<file path="src/rtl/ctlbit_pkg.sv">
// Package: shared defaults and helpers for the control bit serializer.
// Assumes: all widths used by the modules are derived from these values.
package ctlbit_pkg;

    localparam int unsigned DEF_STREAMS  = 8;   // bit periods per channel = streams
    localparam int unsigned DEF_CHANNELS = 32;  // channels per frame
    localparam int unsigned DEF_LEAD     = 1;   // channels the control bit runs ahead

    // Modular add of a variable index and a constant offset, no divider.
    function automatic int unsigned wrap_add(int unsigned a, int unsigned b, int unsigned m);
        int unsigned s;
        s = a + (b % m);
        if (s >= m) s = s - m;
        return s;
    endfunction

endpackage

</file>
<file path="src/rtl/ctlbit_frame_pos.sv">
// Module: frame position tracker.
// Keeps the current bit index within a channel and the channel index within
// the frame, and publishes the position of the next cycle combinationally.
// Assumes: frm_i high at an edge means the next cycle is channel 0, first bit.
module ctlbit_frame_pos #(
    parameter int unsigned STREAMS  = ctlbit_pkg::DEF_STREAMS,
    parameter int unsigned CHANNELS = ctlbit_pkg::DEF_CHANNELS,
    localparam int unsigned BIT_W   = (STREAMS  > 1) ? $clog2(STREAMS)  : 1,
    localparam int unsigned CH_W    = (CHANNELS > 1) ? $clog2(CHANNELS) : 1
) (
    input  logic             clk,
    input  logic             rst_n,
    input  logic             frm_i,
    output logic             running,
    output logic [BIT_W-1:0] nxt_bit,
    output logic [CH_W-1:0]  nxt_chan
);

    localparam logic [BIT_W-1:0] LAST_BIT  = BIT_W'(STREAMS - 1);
    localparam logic [CH_W-1:0]  LAST_CHAN = CH_W'(CHANNELS - 1);

    logic             synced_q;
    logic [BIT_W-1:0] bit_q;
    logic [CH_W-1:0]  chan_q;

    // Next position: restart on a pulse, else advance and wrap.
    always_comb begin
        running  = synced_q | frm_i;
        nxt_bit  = '0;
        nxt_chan = '0;
        if (!frm_i) begin
            if (bit_q == LAST_BIT) begin
                nxt_bit  = '0;
                nxt_chan = (chan_q == LAST_CHAN) ? '0 : chan_q + 1'b1;
            end else begin
                nxt_bit  = bit_q + 1'b1;
                nxt_chan = chan_q;
            end
        end
    end

    // Position registers; frozen until the first pulse.
    always_ff @(posedge clk) begin
        if (!rst_n) begin
            synced_q <= 1'b0;
            bit_q    <= '0;
            chan_q   <= '0;
        end else if (running) begin
            synced_q <= 1'b1;
            bit_q    <= nxt_bit;
            chan_q   <= nxt_chan;
        end
    end

endmodule

</file>
<file path="src/rtl/ctlbit_fetch.sv">
// Module: fetch strobe and address generator.
// Raises the strobe on the cycle before each channel window and addresses
// the channel that runs LEAD channels ahead of the upcoming window.
// Assumes: the control store answers combinationally in the same cycle.
module ctlbit_fetch #(
    parameter int unsigned STREAMS  = ctlbit_pkg::DEF_STREAMS,
    parameter int unsigned CHANNELS = ctlbit_pkg::DEF_CHANNELS,
    parameter int unsigned LEAD     = ctlbit_pkg::DEF_LEAD,
    localparam int unsigned BIT_W   = (STREAMS  > 1) ? $clog2(STREAMS)  : 1,
    localparam int unsigned CH_W    = (CHANNELS > 1) ? $clog2(CHANNELS) : 1
) (
    input  logic             running,
    input  logic [BIT_W-1:0] nxt_bit,
    input  logic [CH_W-1:0]  nxt_chan,
    output logic             rd_en,
    output logic [CH_W-1:0]  rd_chan
);

    localparam int unsigned LEAD_M = LEAD % CHANNELS;

    // Strobe when the next cycle opens a channel window.
    always_comb rd_en = running && (nxt_bit == '0);

    // Address: upcoming channel plus the lead, modulo the frame length.
    generate
        if (LEAD_M == 0) begin : g_no_lead
            always_comb rd_chan = nxt_chan;
        end else begin : g_lead
            logic [CH_W:0] sum;
            always_comb begin
                sum = {1'b0, nxt_chan} + (CH_W+1)'(LEAD_M);
                if (sum >= (CH_W+1)'(CHANNELS)) sum = sum - (CH_W+1)'(CHANNELS);
                rd_chan = sum[CH_W-1:0];
            end
        end
    endgenerate

endmodule

</file>
<file path="src/rtl/ctlbit_shifter.sv">
// Module: load-and-shift serializer.
// Captures a word on load and emits bit 0 first, one bit per cycle, on a
// registered output. Holds the output low until the frame is aligned.
// Assumes: STREAMS >= 2.
module ctlbit_shifter #(
    parameter int unsigned STREAMS = ctlbit_pkg::DEF_STREAMS
) (
    input  logic               clk,
    input  logic               rst_n,
    input  logic               running,
    input  logic               load,
    input  logic [STREAMS-1:0] din,
    output logic               ser_o
);

    logic [STREAMS-1:0] sh_q;
    logic               out_q;

    // Load a fresh word or shift the held word toward the output.
    always_ff @(posedge clk) begin
        if (!rst_n) begin
            sh_q  <= '0;
            out_q <= 1'b0;
        end else if (load) begin
            out_q <= din[0];
            sh_q  <= {1'b0, din[STREAMS-1:1]};
        end else if (running) begin
            out_q <= sh_q[0];
            sh_q  <= {1'b0, sh_q[STREAMS-1:1]};
        end
    end

    // Drive the pin from the output register.
    always_comb ser_o = out_q;

endmodule

</file>
<file path="src/rtl/ctlbit_serializer.sv">
// Module: per-channel control bit serializer (top).
// Sends one control bit per stream and channel, one channel ahead of the
// data streams, fetching one word per channel from an external store.
// Assumes: one clock per bit period; combinational read of the store.
module ctlbit_serializer #(
    parameter int unsigned STREAMS  = ctlbit_pkg::DEF_STREAMS,
    parameter int unsigned CHANNELS = ctlbit_pkg::DEF_CHANNELS,
    parameter int unsigned LEAD     = ctlbit_pkg::DEF_LEAD,
    localparam int unsigned BIT_W   = (STREAMS  > 1) ? $clog2(STREAMS)  : 1,
    localparam int unsigned CH_W    = (CHANNELS > 1) ? $clog2(CHANNELS) : 1
) (
    input  logic               clk,
    input  logic               rst_n,
    input  logic               frm_i,
    output logic               rd_en,
    output logic [CH_W-1:0]    rd_chan,
    input  logic [STREAMS-1:0] rd_data,
    output logic               ctl_o
);

    logic             running;
    logic [BIT_W-1:0] nxt_bit;
    logic [CH_W-1:0]  nxt_chan;

    ctlbit_frame_pos #(.STREAMS(STREAMS), .CHANNELS(CHANNELS)) u_pos (
        .clk      (clk),
        .rst_n    (rst_n),
        .frm_i    (frm_i),
        .running  (running),
        .nxt_bit  (nxt_bit),
        .nxt_chan (nxt_chan)
    );

    ctlbit_fetch #(.STREAMS(STREAMS), .CHANNELS(CHANNELS), .LEAD(LEAD)) u_fetch (
        .running  (running),
        .nxt_bit  (nxt_bit),
        .nxt_chan (nxt_chan),
        .rd_en    (rd_en),
        .rd_chan  (rd_chan)
    );

    ctlbit_shifter #(.STREAMS(STREAMS)) u_shift (
        .clk     (clk),
        .rst_n   (rst_n),
        .running (running),
        .load    (rd_en),
        .din     (rd_data),
        .ser_o   (ctl_o)
    );

endmodule

</file>
<file path="config.mk">
export PLATFORM = sky130hd
export DESIGN_NAME = ctlbit_serializer
export DESIGN_NICKNAME = d
export VERILOG_FILES = /design/src/rtl/ctlbit_pkg.sv /design/src/rtl/ctlbit_frame_pos.sv /design/src/rtl/ctlbit_fetch.sv /design/src/rtl/ctlbit_shifter.sv /design/src/rtl/ctlbit_serializer.sv
export SDC_FILE = /design/constraint.sdc
export NUM_CORES = 1
export LEC_CHECK = 0
export BUFFER_PORTS_ARGS = -buffer_cell sky130_fd_sc_hd__buf_2
export CAP_MARGIN = 20
export CORE_MARGIN = 2
export CORE_UTILIZATION = 29
export CTS_BUF_LIST = sky130_fd_sc_hd__clkbuf_4 sky130_fd_sc_hd__clkbuf_8 sky130_fd_sc_hd__clkbuf_16
export CTS_CLUSTER_DIAMETER = 80
export DETAILED_ROUTE_END_ITERATION = 8
export PLACE_DENSITY_LB_ADDON = 0.05
export SETUP_SLACK_MARGIN = 0.3
export SYNTH_ARGS = -nofsm -noshare
export SYNTH_HDL_FRONTEND = slang
export SYNTH_SLANG_ARGS = --single-unit
</file>
<file path="constraint.sdc">
create_clock -name clk -period 2.8 [get_ports clk]
set_input_delay 0.28 -clock clk [delete_from_list [all_inputs] [get_ports clk]]
set_output_delay 0.28 -clock clk [all_outputs]
set_load 0.02 [all_outputs]
</file>
# After elaboration in Yosys (flattened, before gate mapping)
# Index checks and enable logic that the tools add are counted.
[classes]
mux = 10
eq_ne = 2
bitwise = 1
add_sub_neg = 4
magnitude_cmp = 1
n_reduce_logical = 3
[op_table]
columns = ["operator", "n"]
rows = [
  ["$mux 5", 4],
  ["$mux 7", 2],
  ["$add 5x1->6 const B", 1],
  ["$ge 6x6->1 const B", 1],
  ["$mux 3", 2],
  ["$add 5x1->5 const B", 1],
  ["$eq 5x5->1 const B", 1],
  ["$sub 5x1->5 const B", 1],
  ["$add 3x1->3 const B", 1],
  ["$eq 3x3->1 const B", 1],
  ["$logic_not 3->1", 1],
  ["$mux 1", 2],
  ["$reduce_bool 2->1", 1],
  ["$logic_and 1x1->1", 1],
  ["$or 1x1->1", 1],
]
[word_totals]
reg_bits = 17
out_inout_bits = 7

# Depth between registers and ports, before layout
[logic_depth]
depth_word = 7
mapped_depth = 8

# By module
# Synthesis repeated with hierarchy kept, for this count alone.
[hier_totals]
hier_cells = 108
area_unflattened_um2 = 1047.3
[by_module_without_submodules]
columns = ["module", "seq_area_each_um2", "instances", "area_each_um2", "cells_per_inst"]
rows = [
  ["ctlbit_frame_pos", 180.2, 1, 560.5, 65],
  ["ctlbit_shifter", 160.2, 1, 419.2, 35],
  ["ctlbit_fetch", 0.0, 1, 67.6, 8],
]

# Worst setup path after synthesis
# Ideal clock, no wire load.
[synth_timing]
kind = "register to output"
from = "reg u_pos.chan_q[1]"
to = "out rd_chan[4]"
t_required_ns = 2.520
t_arrival_ns = 1.888
slack_ns = 0.632
path_stages_with_launch = 9
path_buffers = 0
cell_sequence = "dfxtp_1 -> ha_1 -> and3_1 -> ha_1 -> and4bb_1 -> a21oi_1 -> nand2b_1 -> nor2_1 -> xor2_1"
[synth_between]
elab_chain_len = 7
elab_cells_between_ends = 9
classes_between = "3 x add/sub; 1 x order compare; 1 x eq/ne; 4 x mux"
[synth_rtl]
columns = ["item", "line_no", "source"]
rows = [
  ["start: declaration", "ctlbit_frame_pos.sv:24", "logic [CH_W-1:0] chan_q;"],
  ["start signal: assignment", "ctlbit_frame_pos.sv:51", "chan_q <= nxt_chan;"],
  ["$add 5x1->5 or $eq 5x5->1 (tied branches)", "ctlbit_frame_pos.sv:34", "nxt_chan = (chan_q == LAST_CHAN) ? '0 : chan_q + 1'b1;"],
  ["$mux 5", "ctlbit_frame_pos.sv:34", ""],
  ["$mux 5 (*)", "ctlbit_frame_pos.sv:32", "if (bit_q == LAST_BIT) begin"],
  ["$mux 5 (*)", "ctlbit_frame_pos.sv:31", "if (!frm_i) begin"],
  ["$add 5x1->6 (*)", "ctlbit_fetch.sv:31", "sum = {1'b0, nxt_chan} + (CH_W+1)'(LEAD_M);"],
  ["$sub 5x1->5 or $ge 6x6->1 (tied branches)", "ctlbit_fetch.sv:32", "if (sum >= (CH_W+1)'(CHANNELS)) sum = sum - (CH_W+1)'(CHANNELS);"],
  ["$mux 5 (*)", "ctlbit_fetch.sv:32", ""],
  ["end: declaration", "ctlbit_serializer.sv:16", "output logic [CH_W-1:0] rd_chan,"],
]
# Mark *: on every way between the ends. The rest lies on a longest branch, timed or not.

# Worst setup path in the final report
# Ends and elaborated chain as after synthesis.

==> metrics.cfg <==
[status]
run_status = finished clean

[placed_design]
dp.final_hpwl_mm = 1.44
finalWeightedCongestion = 0.706
portBuffers = 17
numPlacedInstances = 166

[clocking]
clk_transition_reported_paths_ns = 0.11
bufs_on_longest_clock_path = 2
cts_made_buffers = 3
cts_hold_buffers = 0
h-tree-depth = 1
root_buffer_selected_by_cts = clkbuf_4
worst_skew_pair.late_latency_ns = 0.30
cts_tree = yes
clock_sink_count = 17

[power]
ir_drop_v = 0.000225
static-leakage-power_uw = 0.000485
power_density_cells_mw_per_mm2 = 379

[final_layout]
mostFrequentLayoutCells = 16 x buf_2, 15 x dfxtp_1, 14 x nand2_1
final-instance-count-excl-fill = 174
area_growth_pct = 25.7
num-fill-cells = 358
antenna_cell_count = 0
fin_nets = 146
most_common_cell_after_layout_fill_and_taps_aside = buf_2
drive_above_1_share_pct = 32.3

[setup_path]
timing.rr.start = u_pos.bit_q[0]
worstPathMaxFanout = 7
end_kind = primary output
worstRegToRegCells = 8
worst_path_max_delay_cell = dfxtp_4
required_ns = 2.52
crit_path_cell_trace = ha_4, and3_4, ha_4, nand4bb_1, a21oi_2, nand2b_4, nor2_4, xor2_1, buf_4
reg2reg_slack_ns = 0.94
setup.worst_path.class = reg2out
cp-start-kind = register
path_common_cell = ha_4
r2r_end = u_shift.sh_q[5]
crit_cells = 9
crit_arrival_ns = 2.09
slowest_delay_ns = 0.37
cp.buffers_inverters = 1
timing.critical_path.max_delay_family = simple AND/OR/NAND/NOR gates

[die]
die_x_um = 60.9
core-area_mm2 = 0.00308
rows = 20
fp.dieArea_mm2 = 0.00371
pin_count = 18
floorplan.die.height_um = 60.9
floorplan.initialDensity_pct = 30.5

[global_route]
number_of_global_route_vias_before_repair = 737
antenna_found_initial = 0
grt_remaining_overflow = 0
grt_first_pass_wirelength_mm = 3.26
grt_use_total_pct = 12.0
grt_start_max_net_pins = 14

[routing]
vias_per_cell = 4.70
detail_route.first_pass.iterations = 4
ant_nets_after_route = 0
drt_iter0_drc = 22
wl_per_cell_um = 11.5
drc = 0
number_of_vias_in_the_routed_layout = 817
wl_mm = 2.01

[synthesis]
synth-edff-count = 0
ys_seq_area_share_pct = 36.2
syn_area_per_cell_um2 = 8.70
ys_async_sr_fraction_pct = 0
synthesis.yosys.warnings = 0
netlist_instances = 108
syn-cell-area_um2 = 940
most_common_flop_cell_mapped_by_yosys = dfxtp_1
synth_fp_nets = 123
synth.distinct_cells = 34
ys_ff_latch = 17

[sta]
final_min_period_over_clock_period_pct = 84.6
tightestPinTransition_ns = 0.624
finalWorstPathRequiredPeriod_ns = 2.37
clock_skew_ns = 0.00384
worst_hold_margin_ns = 0.210
fmax_ghz = 0.422
final-setup-viol-count = 0
timing.slew.headroom_pct = 58.1
final_hold_fails = 0
setup-tns-final_ns = 0
grt_setup_unrepaired = no
slew_viol_final = 0

[job]
max_cap_violations = 0

[min_path]
timing.hold.worst_endpoint = u_shift.sh_q[6]
timing.hold.worst.class = in2reg
worstHoldStart = rd_data[7]
worst_hold_path.num_cells = 2

==> layout make-up <==
type / count / area, µm² / area share (%)
clock inverter: 1 / 5.00 / 0.424
timing repair buffer: 23 / 133 / 11.2
multi-input combinational: 81 / 594 / 50.3
clock buffer: 3 / 22.5 / 1.91
sequential: 17 / 348 / 29.4
tap: 44 / 55.1 / 4.66
inverter: 5 / 23.8 / 2.01
==> worst register-to-register path: cells and delay by family (launching register included) <==
| family | cells | cell delay (ns) |
|---|---|---|
| compound gates | 3 | 0.30 |
| fa+ha+maj | 2 | 0.43 |
| buf+inv | 2 | 0.40 |
| flops | 1 | 0.39 |
| mux | 1 | 0.21 |
==> per-stage QoR <==
step	total power [µW]	area (µm²)	utilization [%]	setup slack, ns
final	448	1180	38.4	0.432
after global routing	474	1180	38.4	0.278
after detailed placement	315	1050	34.1	0.472
after CTS	454	1100	35.9	0.305
after floorplan	299	940	-	0.632
after global placement	315	1050	34.1	0.522
==> cell families (layout without fill, tap and decap cells) <==
family                   Yosys count  count (layout)  synth area share (%)
multiplexers                       9               9                  9.59
AO/OA/AOI/OAI                     27              27                  17.7
flip-flops                        17              17                  36.2
adder cells (fa/ha/maj)            4               4                  5.33
buffers and inverters             10              32                  7.46
XOR/XNOR                           5               5                  4.66
AND/OR/NAND/NOR                   36              36                  19.0
==> layer usage <==
metal | wire (µm) | track usage (%) | up-vias
met5 | 0 | 0 | -
met4 | 17 | 2.80 | 0
met3 | 86 | 4.05 | 2
met2 | 899 | 18.7 | 18
met1 | 1000 | 16.0 | 368
li1 | - | - | 429
==> where the power goes <==
group,internal (µW),switching (µW)
combinational,21.6,27.5
sequential,250,8.80
clock,53.3,87.3
==> Yosys cell counts (2+ instances only) <==
| master | n | area, µm² |
|---|---|---|
| a21oi_1 | 8 | 40.0 |
| buf_6 | 3 | 33.8 |
| dfxtp_1 | 17 | 340 |
| ha_1 | 4 | 50.1 |
| inv_1 | 4 | 15.0 |
| mux2i_1 | 9 | 90.1 |
| nand2_1 | 14 | 52.6 |
| nand2b_1 | 2 | 12.5 |
| nand3_1 | 3 | 15.0 |
| nor2_1 | 7 | 26.3 |
| nor3_1 | 2 | 10.0 |
| o21ai_1 | 10 | 50.1 |
| xor2_1 | 4 | 35.0 |
==> timing repair <==
action / CTS / global route
endpoints found under the setup margin: 3 / 3
buffers inserted: 1 / 3
gates cloned: 0 / 0
pin swaps: 1 / 3
resized for setup: 7 / 10
==> worst max path at each step <==
stage                    start    endpoint  slack (ns)
4_1_cts        u_pos.chan_q[1]  rd_chan[4]        0.30
3_5_place_dp   u_pos.chan_q[0]  rd_chan[4]        0.47
3_3_place_gp   u_pos.chan_q[0]  rd_chan[4]        0.52
5_1_grt        u_pos.chan_q[1]  rd_chan[4]        0.28
6_report       u_pos.chan_q[1]  rd_chan[4]        0.43
2_1_floorplan  u_pos.chan_q[1]  rd_chan[4]        0.63
==> state kept, by name, indices dropped and copies added (netlist names) <==
name,flops
u_pos.synced_q,1
u_pos.bit_q,3
u_shift.ser_o,1
u_pos.chan_q,5
u_shift.sh_q,7
(Power assumes the default switching activity.)
